==> src/rtl/burst_seq_pkg.sv <==
package burst_seq_pkg;

    localparam int OFS_W = 3;

    typedef struct packed {
        logic       ok;
        logic [1:0] lg;
        logic       ilv;
    } burst_mode_t;

    function automatic logic [OFS_W-1:0] beat_offset(
        input logic [OFS_W-1:0] s,
        input logic [OFS_W-1:0] k,
        input logic             ilv
    );
        return ilv ? (s ^ k) : (s + k);
    endfunction

    function automatic logic [OFS_W-1:0] beat_limit(input logic [1:0] lg);
        return OFS_W'((4'd1 << lg) - 4'd1);
    endfunction

endpackage

==> src/rtl/burst_mode_reg.sv <==
module burst_mode_reg
    import burst_seq_pkg::*;
#(
    parameter int MODE_W = 8
) (
    input  logic              clk,
    input  logic              rst_n,
    input  logic              wr_en,
    input  logic [MODE_W-1:0] wr_data,
    input  logic              busy,
    output burst_mode_t       mode
);
    typedef struct packed {
        logic [2:0] code;
        logic       ilv;
    } img_t;

    img_t img_d, img_q;

    always_comb begin
        img_d = img_q;
        if (wr_en && !busy) begin
            img_d.code = wr_data[2:0];
            img_d.ilv  = wr_data[3];
        end
    end

    always_ff @(posedge clk) begin
        if (!rst_n) begin
            img_q.code <= 3'd1;
            img_q.ilv  <= 1'b0;
        end else begin
            img_q <= img_d;
        end
    end

    always_comb begin
        mode.ilv = img_q.ilv;
        unique case (img_q.code)
            3'd1:    begin mode.ok = 1'b1; mode.lg = 2'd1; end
            3'd2:    begin mode.ok = 1'b1; mode.lg = 2'd2; end
            3'd3:    begin mode.ok = 1'b1; mode.lg = 2'd3; end
            default: begin mode.ok = 1'b0; mode.lg = 2'd1; end
        endcase
    end


    mode_hold_busy_chk: assert property (@(posedge clk) disable iff (!rst_n)
        busy |=> $stable(mode));
endmodule

==> src/rtl/burst_col_map.sv <==
module burst_col_map
    import burst_seq_pkg::*;
#(
    parameter int COL_W = 10
) (
    input  logic [COL_W-1:0] base,
    input  logic [OFS_W-1:0] k,
    input  logic [1:0]       lg,
    input  logic             ilv,
    output logic [COL_W-1:0] col
);
    logic [OFS_W-1:0] ofs;

    assign ofs = beat_offset(base[OFS_W-1:0], k, ilv);

    for (genvar b = 0; b < COL_W; b++) begin : g_bit
        if (b < OFS_W) begin : g_low
            assign col[b] = (b < int'(lg)) ? ofs[b] : base[b];
        end else begin : g_high
            assign col[b] = base[b];
        end
    end
endmodule

==> src/rtl/burst_col_seq.sv <==
module burst_col_seq
    import burst_seq_pkg::*;
#(
    parameter int COL_W  = 10,
    parameter int MODE_W = 8
) (
    input  logic              clk,
    input  logic              rst_n,
    input  logic              mode_we,
    input  logic [MODE_W-1:0] mode_wdata,
    input  logic              start,
    input  logic [COL_W-1:0]  start_col,
    input  logic              term,
    output logic              beat_valid,
    output logic [COL_W-1:0]  beat_col,
    output logic              beat_first,
    output logic              beat_last
);
    typedef struct packed {
        logic             act;
        logic [OFS_W-1:0] k;
        logic [COL_W-1:0] base;
        logic [1:0]       lg;
        logic             ilv;
    } seq_t;

    seq_t        st_d, st_q;
    burst_mode_t mode;
    logic        at_end;

    burst_mode_reg #(.MODE_W(MODE_W)) u_mode (
        .clk     (clk),
        .rst_n   (rst_n),
        .wr_en   (mode_we),
        .wr_data (mode_wdata),
        .busy    (st_q.act),
        .mode    (mode)
    );

    burst_col_map #(.COL_W(COL_W)) u_map (
        .base (st_q.base),
        .k    (st_q.k),
        .lg   (st_q.lg),
        .ilv  (st_q.ilv),
        .col  (beat_col)
    );

    assign at_end     = st_q.act && ((st_q.k == beat_limit(st_q.lg)) || term);
    assign beat_valid = st_q.act;
    assign beat_first = st_q.act && (st_q.k == '0);
    assign beat_last  = at_end;

    always_comb begin
        st_d = st_q;
        if (start && mode.ok) begin
            st_d.act  = 1'b1;
            st_d.k    = '0;
            st_d.base = start_col;
            st_d.lg   = mode.lg;
            st_d.ilv  = mode.ilv;
        end else if (at_end) begin
            st_d.act = 1'b0;
            st_d.k   = '0;
        end else if (st_q.act) begin
            st_d.k = st_q.k + 1'b1;
        end
    end

    always_ff @(posedge clk) begin
        if (!rst_n) begin
            st_q <= '0;
            st_q.lg <= 2'd1;
        end else begin
            st_q <= st_d;
        end
    end


    end_stops_chk: assert property (@(posedge clk) disable iff (!rst_n)
        (beat_last && !start) |=> !beat_valid);


    beats_continue_chk: assert property (@(posedge clk) disable iff (!rst_n)
        (beat_valid && !beat_last) |=> beat_valid);


    upper_hold_chk: assert property (@(posedge clk) disable iff (!rst_n)
        (beat_valid && !beat_last && !start) |=> $stable(beat_col[COL_W-1:OFS_W]));


    reserved_idle_chk: assert property (@(posedge clk) disable iff (!rst_n)
        (!beat_valid && start && !mode.ok) |=> !beat_valid);


    restart_first_chk: assert property (@(posedge clk) disable iff (!rst_n)
        (start && mode.ok) |=> (beat_first && beat_col == $past(start_col)));
endmodule

==> config.mk <==
export PLATFORM = sky130hd
export DESIGN_NAME = burst_col_seq
export DESIGN_NICKNAME = d
export VERILOG_FILES = /design/src/rtl/burst_seq_pkg.sv /design/src/rtl/burst_mode_reg.sv /design/src/rtl/burst_col_map.sv /design/src/rtl/burst_col_seq.sv
export SDC_FILE = /design/constraint.sdc
export NUM_CORES = 1
export LEC_CHECK = 0
export CAP_MARGIN = 20
export CORE_UTILIZATION = 23
export DETAILED_ROUTE_END_ITERATION = 8
export DONT_BUFFER_PORTS = 1
export HOLD_SLACK_MARGIN = 0.03
export PLACE_DENSITY_LB_ADDON = 0.08
export SLEW_MARGIN = 40
export SYNTH_ARGS = -nofsm -noshare
export SYNTH_HDL_FRONTEND = slang
export SYNTH_SLANG_ARGS = --single-unit
==> constraint.sdc <==
create_clock -name clk -period 1.59 [get_ports clk]
set_input_delay 0.0795 -clock clk [delete_from_list [all_inputs] [get_ports clk]]
set_output_delay 0.0795 -clock clk [all_outputs]
set_load 0.01 [all_outputs]
==> impl_metrics.csv <==
group,metric,value,unit
routing,routed_wl,2.449,mm
logic_synthesis,netlist_instances,122,
power,p_leak,0.5227,nW
timing,finClkSkew,0.001447,ns
power,fin_total_pwr,0.001119,W
timing,max_slew_margin,59.81,%
global_routing,antenna_found_initial,0,
cells_and_area,antenna_cells,0,
logic_synthesis,ys_seq_area_share,38.93,%
hold_path,holdPathStages,3,
floorplanning,fp.dieH,70.52,um
setup_path,start_kind,"register",
cts,cts_root_buf,"clkbuf_8",
routing,drcViolationCount,2,
logic_synthesis,synthTopCellsByArea,"dfxtp_1 (39%), nand2_1 (9.7%), a21boi_0 (9.0%)",
routing,wl_met1,1.112,mm
logic_synthesis,synth_most_common_cell,"nand2_1",
logic_synthesis,synth_nets,150,
setup_path,regToRegSetupSlack,0.26,ns
cells_and_area,drive_gt1_share,15.22,%
placement,io_buffers,0,
logic_synthesis,yosysTopAreaCellShare,38.93,%
timing,fin_crit,1.773,ns
cts,clkLatencyLatePin,0.26,ns
logic_synthesis,yosysUniqueCellTypes,29,
global_routing,grt_pass1_wl,4.209,mm
cts,cts_buffers,3,
cells_and_area,utilization,30.15,%
floorplanning,dieWidth,70.52,um
timing,grt_setup_unrepaired,"yes",
setup_path,endpoint_kind,"output pin",
global_routing,grt_overflow,0,
routing,drt_pass1_iterations,6,
cells_and_area,fin_cells,190,
logic_synthesis,ys_ff_latch,21,
global_routing,grt_max_degree,20,
setup_path,worstSetupPathType,"reg -> out",
global_routing,grt_use_total,11.06,%
global_routing,grt_pass1_vias,874,
logic_synthesis,avgSynthCellArea,8.851,um^2
hold_path,hold_class,"in -> reg",
setup_path,cp_max_fo,2,
routing,vias_per_cell,4.500,
floorplanning,ios,36,
timing,slew_violations,0,
floorplanning,core.rowCount,24,
logic_synthesis,synth_edf_count,0,
routing,dr.first_iter.drc_count,43,
setup_path,r2r_start,"u_mode.img_q[3]",
routing,vias,855,
setup_path,critPathRequiredTime,1.51,ns
floorplanning,dieArea,0.004973,mm^2
logic_synthesis,yosys_warnings,0,
placement,place_inst,171,
logic_synthesis,ys.flop_type,"dfxtp_1",
routing,wl_per_cell,12.89,um
hold_path,worstHoldEndpoint,"beat_valid",
cts,h-tree-depth,1,
timing,post-route-period-util,111.5,%
cts,postCtsSetupBuffers,0,
logic_synthesis,synth_common_cells,"nand2_1 (28), dfxtp_1 (21), a21boi_0 (13)",
timing,fmax,563.9,MHz
placement,gp_congestion,0.7718,
floorplanning,core,0.004444,mm^2
run_status,status,"finished, violations left",
timing,tightest_slew,0.6008,ns
setup_path,reg2reg_to,"st_q[10]",
timing,setup_tns,-0.3158,ns
run_status,violations,"DRC, setup timing",
power,vdd_ir_drop_max,580.3,uV
routing,route.met3.wl,150,um
placement,dpl.hpwl,1.720,mm
run,drv_cap,0,
cells_and_area,area_delta_synth_final,24.10,%
setup_path,reg2reg_depth,4,
cts,ctsLongestPathBuffers,2,
timing,setup_viol,3,
timing,hold_violations,0,
hold_path,hold_path_startpoint,"term",
logic_synthesis,async_reset_ff_share,0,%
logic_synthesis,netlist_area,0.001080,mm^2
logic_synthesis,synth_top_cell_by_area,"dfxtp_1",
cts,clkTransAtPathRegs,0.08,ns
cells_and_area,layout.nets,167,
cts,cts_tree,"yes",
routing,ant_nets,0,
floorplanning,start_util,24.30,%
routing,met2_length,1.150,mm
routing,highest_layer,"met4",
cts,clock_sinks,21,
cells_and_area,fillers,495,
placement,post-place-ws,0.02335,ns
power,power_density,835.0,mW/mm^2
setup_path,worstPathArrival,1.69,ns
timing,timing.final.ws_setup,-0.1833,ns
==> critical path: stages, from the launching register on <==
cell and delay [ns]:
dfxtp_2 0.34, ha_4 0.15, fa_2 0.31, nand2b_1 0.09
xnor2_1 0.12, nand3_1 0.12, xnor2_1 0.15, buf_4 0.14
==> layer usage <==
metal | global-route usage, % | vias up
met2 | 18.66 | 22
met4 | 4.082 | 0
met1 | 13.15 | 397
met3 | 3.463 | 4
met5 | 0 | -
li1 | - | 432
==> registers in the layout, indices dropped and copies added (netlist names) <==
signal / cells
st_q: 16
beat_valid: 1
u_mode.mode: 1
u_mode.img_q: 3
==> repair_timing <==
item / in CTS / in global routing
hold buffers: 15 / 0
pin swaps: 5 / 3
resized for setup: 4 / 2
gates cloned: 0 / 0
endpoints found under the setup margin: 3 / 3
endpoints found under the hold margin: 21 / 0
==> area by class of cell <==
| type | count | area (um^2) | share of cell area, % |
|---|---|---|---|
| multi-input combinational | 87 | 581.8 | 43.42 |
| timing repair buffer | 24 | 217.7 | 16.25 |
| inverter | 2 | 7.507 | 0.5602 |
| sequential | 21 | 422.9 | 31.56 |
| tap | 52 | 65.06 | 4.855 |
| clock buffer | 4 | 45.04 | 3.361 |
==> cell usage in the layout, fill, tap and decap left out <==
master and n:
nand2_1 28, dfxtp_1 19, dlygate4sd3_1 15, a21boi_0 13, buf_4 9, mux2i_1 5, nor2b_1 5, a21oi_1 4
nand3_1 4, xnor2_1 3, nor2_1 3, nand2b_1 3, ha_1 3, clkbuf_8 3, inv_1 2, and3b_2 2
dfxtp_2 2, nor3_1 1, and3_1 1, a32oi_2 1, mux2_2 1, a21oi_2 1, o21a_1 1, o21ai_1 1
nand4_1 1, a21boi_1 1, or2b_1 1, and2b_1 1, o211ai_1 1, fa_2 1, ha_4 1, clkbuf_1 1
==> cells by family (layout without fill, tap and decap cells) <==
group	count (synthesis)	in the layout	share of synthesized area [%]
xor gates and xnor gates	3	3	2.434
AOI/OAI and AO/OA	23	23	15.41
and+or+nand+nor	50	50	22.13
adders and majority gates	5	5	6.489
buffers and inverters	14	30	8.922
DFF	21	21	38.93
muxes	6	6	5.678
==> where the power goes <==
group | internal [W] | total, W | switching (W)
clock network | 0.000179 | 0.000364 | 0.000185
registers | 0.000556 | 0.000583 | 0.0000271
logic | 0.0000853 | 0.000172 | 0.0000866
==> worst max-delay path by stage <==
stage	startpoint	to	slack [ns]	cells past startpoint
floorplan	st_q[13]	beat_col[2]	0.08	6
global placement	st_q[3]	beat_col[2]	0.02	7
detailed placement	st_q[3]	beat_col[2]	0.02	7
CTS	st_q[13]	beat_col[2]	-0.22	7
global route	st_q[13]	beat_col[2]	-0.30	7
finish	st_q[3]	beat_col[2]	-0.18	7
==> per-stage QoR <==
stage	hold WS (ns)	area, um^2
final	0.06519	1340
after global routing	0.09458	1340
after CTS	0.06154	1329
after detailed placement	0.1507	1124
after global placement	0.1441	1124
after floorplan	0.2071	1080
No activity file was read; power rests on OpenSTA's default activity.
